File: config.mk
export PLATFORM = sky130hd
export DESIGN_NAME = rotword_display
export DESIGN_NICKNAME = d
export VERILOG_FILES = /design/src/rtl/rotword_pkg.sv /design/src/rtl/rotword_ctrl.sv /design/src/rtl/rotword_mux3.sv /design/src/rtl/rotword_segdec.sv /design/src/rtl/rotword_datapath.sv /design/src/rtl/rotword_display.sv
export SDC_FILE = /design/constraint.sdc
export NUM_CORES = 1
export LEC_CHECK = 0
export BUFFER_PORTS_ARGS = -buffer_cell sky130_fd_sc_hd__buf_2
export CELL_PAD_IN_SITES_DETAIL_PLACEMENT = 0
export CELL_PAD_IN_SITES_GLOBAL_PLACEMENT = 1
export CORE_ASPECT_RATIO = 1.1
export CORE_MARGIN = 1.5
export CORE_UTILIZATION = 23
export DETAILED_ROUTE_END_ITERATION = 16
export PLACE_DENSITY_LB_ADDON = 0.1
export SLEW_MARGIN = 20
export SYNTH_ARGS = -nofsm -noshare
export SYNTH_HDL_FRONTEND = slang
export SYNTH_SLANG_ARGS = --single-unit
File: constraint.sdc
create_clock -name vclk -period 3.6
set_input_delay 0.54 -clock vclk [all_inputs]
set_output_delay 0.54 -clock vclk [all_outputs]
set_load 0.01 [all_outputs]
File: src/rtl/rotword_pkg.sv
package rotword_pkg;

  typedef enum logic [1:0] {
    CH_D     = 2'b00,
    CH_E     = 2'b01,
    CH_DIGIT = 2'b10,
    CH_BLANK = 2'b11
  } charCode_t;

  // one-hot rotation strobes from control to datapath
  typedef struct packed {
    logic keep;
    logic shift1;
    logic shift2;
  } rotStrobe_t;

  localparam logic [6:0] SEG_D     = 7'h21;
  localparam logic [6:0] SEG_E     = 7'h06;
  localparam logic [6:0] SEG_BLANK = 7'h7F;

endpackage

File: src/rtl/rotword_ctrl.sv
module rotword_ctrl
  import rotword_pkg::*;
(
  input  logic [1:0] sel,
  output rotStrobe_t strobes
);

  always_comb begin
    strobes = '0;
    unique case (sel)
      2'b01:   strobes.shift1 = 1'b1;
      2'b10:   strobes.shift2 = 1'b1;
      default: strobes.keep   = 1'b1;   // 00 and 11 show the word as loaded
    endcase
  end

endmodule

File: src/rtl/rotword_mux3.sv
module rotword_mux3
  import rotword_pkg::*;
#(
  parameter int CODE_W = 2
) (
  input  logic [CODE_W-1:0] inA,
  input  logic [CODE_W-1:0] inB,
  input  logic [CODE_W-1:0] inC,
  input  rotStrobe_t        strobes,
  output logic [CODE_W-1:0] picked
);

  always_comb begin
    if (strobes.keep)        picked = inA;
    else if (strobes.shift1) picked = inB;
    else                     picked = inC;
  end

endmodule

File: src/rtl/rotword_segdec.sv
module rotword_segdec
  import rotword_pkg::*;
#(
  parameter int DIGIT_VAL = 1
) (
  input  logic [1:0] code,
  output logic [6:0] segN
);

  localparam logic [6:0] SEG_DIGIT = (DIGIT_VAL == 0) ? 7'h40 :
                                     (DIGIT_VAL == 2) ? 7'h24 : 7'h79;

  always_comb begin
    unique case (charCode_t'(code))
      CH_D:     segN = SEG_D;
      CH_E:     segN = SEG_E;
      CH_DIGIT: segN = SEG_DIGIT;
      default:  segN = SEG_BLANK;
    endcase
  end

endmodule

File: src/rtl/rotword_datapath.sv
module rotword_datapath
  import rotword_pkg::*;
#(
  parameter int NUM_POS   = 3,
  parameter int CODE_W    = 2,
  parameter int SEG_W     = 7,
  parameter int DIGIT_VAL = 1
) (
  input  logic [NUM_POS*CODE_W-1:0] codes,
  input  rotStrobe_t                strobes,
  output logic [NUM_POS*SEG_W-1:0]  segs
);

  // character i (0 = leftmost) sits at the high end of codes
  logic [CODE_W-1:0] charAt [NUM_POS];

  for (genvar i = 0; i < NUM_POS; i++) begin : g_split
    assign charAt[i] = codes[(NUM_POS-1-i)*CODE_W +: CODE_W];
  end

  for (genvar p = 0; p < NUM_POS; p++) begin : g_pos
    localparam int IDX0 = p;
    localparam int IDX1 = (p + 1) % NUM_POS;
    localparam int IDX2 = (p + 2) % NUM_POS;

    logic [CODE_W-1:0] pickedCode;

    rotword_mux3 #(.CODE_W(CODE_W)) u_mux (
      .inA     (charAt[IDX0]),
      .inB     (charAt[IDX1]),
      .inC     (charAt[IDX2]),
      .strobes (strobes),
      .picked  (pickedCode)
    );

    rotword_segdec #(.DIGIT_VAL(DIGIT_VAL)) u_dec (
      .code (pickedCode),
      .segN (segs[p*SEG_W +: SEG_W])
    );
  end

endmodule

File: src/rtl/rotword_display.sv
module rotword_display
  import rotword_pkg::*;
#(
  parameter int DIGIT_VAL = 1
) (
  input  logic [9:0] sw,
  output logic [9:0] ledr,
  output logic [6:0] segLeft,
  output logic [6:0] segMid,
  output logic [6:0] segRight
);

  localparam int NUM_POS = 3;
  localparam int CODE_W  = 2;
  localparam int SEG_W   = 7;

  rotStrobe_t               strobes;
  logic [NUM_POS*SEG_W-1:0] segs;

  assign ledr = sw;

  rotword_ctrl u_ctrl (
    .sel     (sw[9:8]),
    .strobes (strobes)
  );

  rotword_datapath #(
    .NUM_POS   (NUM_POS),
    .CODE_W    (CODE_W),
    .SEG_W     (SEG_W),
    .DIGIT_VAL (DIGIT_VAL)
  ) u_dp (
    .codes   (sw[NUM_POS*CODE_W-1:0]),
    .strobes (strobes),
    .segs    (segs)
  );

  assign segLeft  = segs[0*SEG_W +: SEG_W];
  assign segMid   = segs[1*SEG_W +: SEG_W];
  assign segRight = segs[2*SEG_W +: SEG_W];

endmodule

# ---- Word-level counts from Yosys, hierarchy flattened
# Cells that the tools add are included.
# W data, S select, Z words.
dict set report totals {
  register_bits 0
  inputBits 10
  output_inout_bits 31
  word_cells 22
}
dict set report classes {
  eq_ne 8
  mux 10
  reduce_logical 4
}
# op n
set ops {}
lappend ops {{$pmux W7 S3} 3}
lappend ops {{$mux W2} 6}
lappend ops {{$eq A2 B1 Y1 const B} 4}
lappend ops {{$eq A2 B2 Y1 const B} 4}
lappend ops {{$logic_not A2 Y1} 3}
lappend ops {{$reduce_or A2 Y1} 1}
lappend ops {{$mux W1} 1}

# ---- Depth between registers and ports, before layout
dict set report depth {
  depth_word 6
  mapped_depth 7
  ltp_nobuf 5
}

# ---- Hierarchy
# Synthesis repeated with hierarchy kept, for this count alone.
dict set report hier_totals {
  cells_unflattened 53
  area_unflattened_um2 351.6
}
# module instances cells_each area_per_inst_um2 seq_area_each_um2
set by_module_without_submodules {}
lappend by_module_without_submodules {rotword_segdec 3 7 43.8 0.0}
lappend by_module_without_submodules {rotword_mux3 3 6 37.5 0.0}
lappend by_module_without_submodules {rotword_display 1 10 75.1 0.0}
lappend by_module_without_submodules {rotword_ctrl 1 4 32.5 0.0}

# ---- Worst setup path before layout
# No wires, ideal clock.
dict set report synth_timing {
  path_kind {input -> output}
  start {input sw[9]}
  end {output segRight[5]}
  arrival_ps 1702
  required_time_ps 3060
  setup_slack_ps 1358
  stages 6
  n_path_buf 2
  cell_sequence {inv_1 > ha_1 > buf_4 > o21ai_1 > nand2b_1 > buf_4}
}
dict set report synth_via {
  elab_chain_len 6
  elab_cells_between_ends 10
  cone_classes {eq/ne (4); mux (4); reduce/logical (2)}
}
# element line
set synth_rtl {}
lappend synth_rtl {{start, declared} rotword_display.sv:6} ;# input logic [9:0] sw,
lappend synth_rtl {{$eq A2 B1 Y1} rotword_ctrl.sv:10} ;# unique case (sel)
lappend synth_rtl {{$mux W1} rotword_ctrl.sv:10}
lappend synth_rtl {{$mux W2} rotword_mux3.sv:15} ;# else if (strobes.shift1) picked = inB;
lappend synth_rtl {{$mux W2 (*)} rotword_mux3.sv:14} ;# if (strobes.keep) picked = inA;
lappend synth_rtl {{$eq A2 B2 Y1, or another cell as far along} rotword_segdec.sv:14} ;# unique case (charCode_t'(code))
lappend synth_rtl {{$pmux W7 S3 (*)} rotword_segdec.sv:14}
lappend synth_rtl {{end, declared} rotword_display.sv:10} ;# output logic [6:0] segRight
# Every way passes the cells marked *; elsewhere a longest branch is shown, timed or not.

# ---- Worst setup path in the final report
dict set report layout_timing {
  start {input sw[9]}
  end {output segRight[0]}
}
# Same word-level chain as after synthesis.

==> impl_metrics.yaml <==
timing:
  tightestPinTransition_ns: 0.3828
  rsz0062_at_grt: "no"
  setup_viol: 0
  drv_slew: 0
  fin_crit_sh_pct: 61.82
  fin_tns_setup_ns: 0
  hold_viol: 0
  fin_crit_ns: 2.226
  timing.fmax_mhz: 449.3
  relSlewSlack_pct: 74.48
  whs_ns: 1.080
clocking:
  cts-resized-gates: 0
  cts_setup_buffers: 0
  ctsHoldBuffers: 0
floorplanning:
  die_w_um: 40.48
  row_count: 14
  coreArea_um2: 1401
  start_util_pct: 25.36
  fp.dieH_um: 44.23
  num_io_pins: 41
  die_area_um2: 1790
worst_setup_path:
  path_class: "primary input to output pin"
  worstPathMaxFanout: 12
  start_kind: "primary input"
  critPathCaptureType: "output pin"
  worstPathArrival_ns: 1.69
  required_ns: 3.06
finish:
  design.seq.count: 0
  stdcell_count: 77
  num-clock-buffers: 0
  n_antenna_cell: 0
  drive_gt1_share_pct: 65.57
  register_area_um2: 0
  syn_to_final_growth_pct: 5.986
  num-nets-final: 75
placed_design:
  dp_hpwl_um: 607.3
  dp_cells: 77
  io_buffers: 37
  place.gp.congestion: 0.5770
pwr:
  p_leak_uw: 0.0002191
  peakVddDrop_mv: 0.05726
  power_density_nw_per_um2: 227.9
routing:
  drt_iter0_drc: 4
  wire_per_inst_um: 8.987
  viasPerCell: 3.948
  wl_um: 692
  ant_nets: 0
  drc_errors: 0
  dr.pass1.iters: 4
  vias: 304
synth:
  yosys_warnings: 0
  netlist_instances: 48
  synth.avg_cell_area_um2: 7.403
  yosysMostFrequentCell: "buf_4"
  ys_seq_area_share_pct: 0
  synth_area_um2: 355.3
  synth.top_cells.by_area: "buf_4 (49%), mux2i_1 (17%), o21ai_2 (7.4%), ha_1 (7.0%), nand2_1 (6.3%)"
  yosys.area.top_type: "buf_4"
  yosys-top-cells-count: "buf_4 (23), mux2i_1 (6), nand2_1 (6)"
  syn_nets: 60
  synth_cell_types: 9
  netlist.area_leader.share_pct: 48.59
worst_hold_path:
  min_path_type: "primary input to output pin"
global_routing:
  gr-total-overflow: 0
  grt_pass1_wl_um: 924
  first_global_vias: 208
  grt_max_degree: 13
  grt_use_total_pct: 6.667
  antenna_found_initial: 0
job:
  drv_cap: 0
outcome:
  status: "complete, no violations"
[worst max-delay path, cell delays in order]
cell	delay (ns)
buf_2	0.09
inv_1	0.05
ha_1	0.51
nand2_1	0.09
o21ai_1	0.13
nand2b_1	0.14
buf_2	0.13
[cell usage in the layout, fill, tap and decap left out, drive strengths merged]
cell / n
buf: 37
mux2i: 6
nand2: 6
o21ai: 6
nand2b: 3
ha: 2
inv: 1
[logic make-up (layout without fill, tap and decap cells)]
kind of cell / count (synthesis) / in the layout / synth area share [%]
buffers and inverters: 25 / 38 / 52.82
adder cells (fa/ha/maj): 2 / 2 / 7.041
AO/OA/AOI/OAI: 6 / 6 / 11.62
multiplexers: 6 / 6 / 16.90
AND/OR/NAND/NOR: 9 / 9 / 11.62
[area by class of cell]
| cell class | count | area, um^2 |
|---|---|---|
| fillers | 179 | 1025 |
| inverters | 1 | 3.754 |
| multi-input cells | 23 | 167.7 |
| repair buffers | 37 | 185.2 |
| well taps | 16 | 20.02 |
[per-stage QoR]
| stage | instance area, um^2 | power [uW] | utilization (%) | worst slack (ns) |
|---|---|---|---|---|
| 6_report | 376.6 | 85.83 | 26.88 | 1.374 |
| 5_1_grt | 376.6 | 94.68 | 26.88 | 1.190 |
| 4_1_cts | 376.6 | 87.60 | 26.88 | 1.340 |
| 3_5_place_dp | 376.6 | 87.20 | 26.88 | 1.345 |
| 3_3_place_gp | 376.6 | 87.80 | 26.88 | 1.377 |
| 2_1_floorplan | 355.3 | 80.18 | - | 1.358 |
[path summary, 6_finish.rpt]
path | startpoint | end | slack (ns) | depth (start not counted)
setup / recovery | sw[9] | segRight[0] | 1.37 | 7
hold / removal | sw[6] | ledr[6] | 1.08 | 0
[layer usage]
layer / GRT usage, % / wire [um]
met1: 8.841 / 295
met2: 11.75 / 289
met3: 1.005 / 107
met4: 0 / 0
met5: 0 / 0
[power by group]
part	switching, uW	total [uW]	internal [uW]
clock	0	0	0
combinational	49.2	85.8	36.7
sequential	0	0	0
total	49.2	85.8	36.7
No activity file was read; power rests on OpenSTA's default activity.
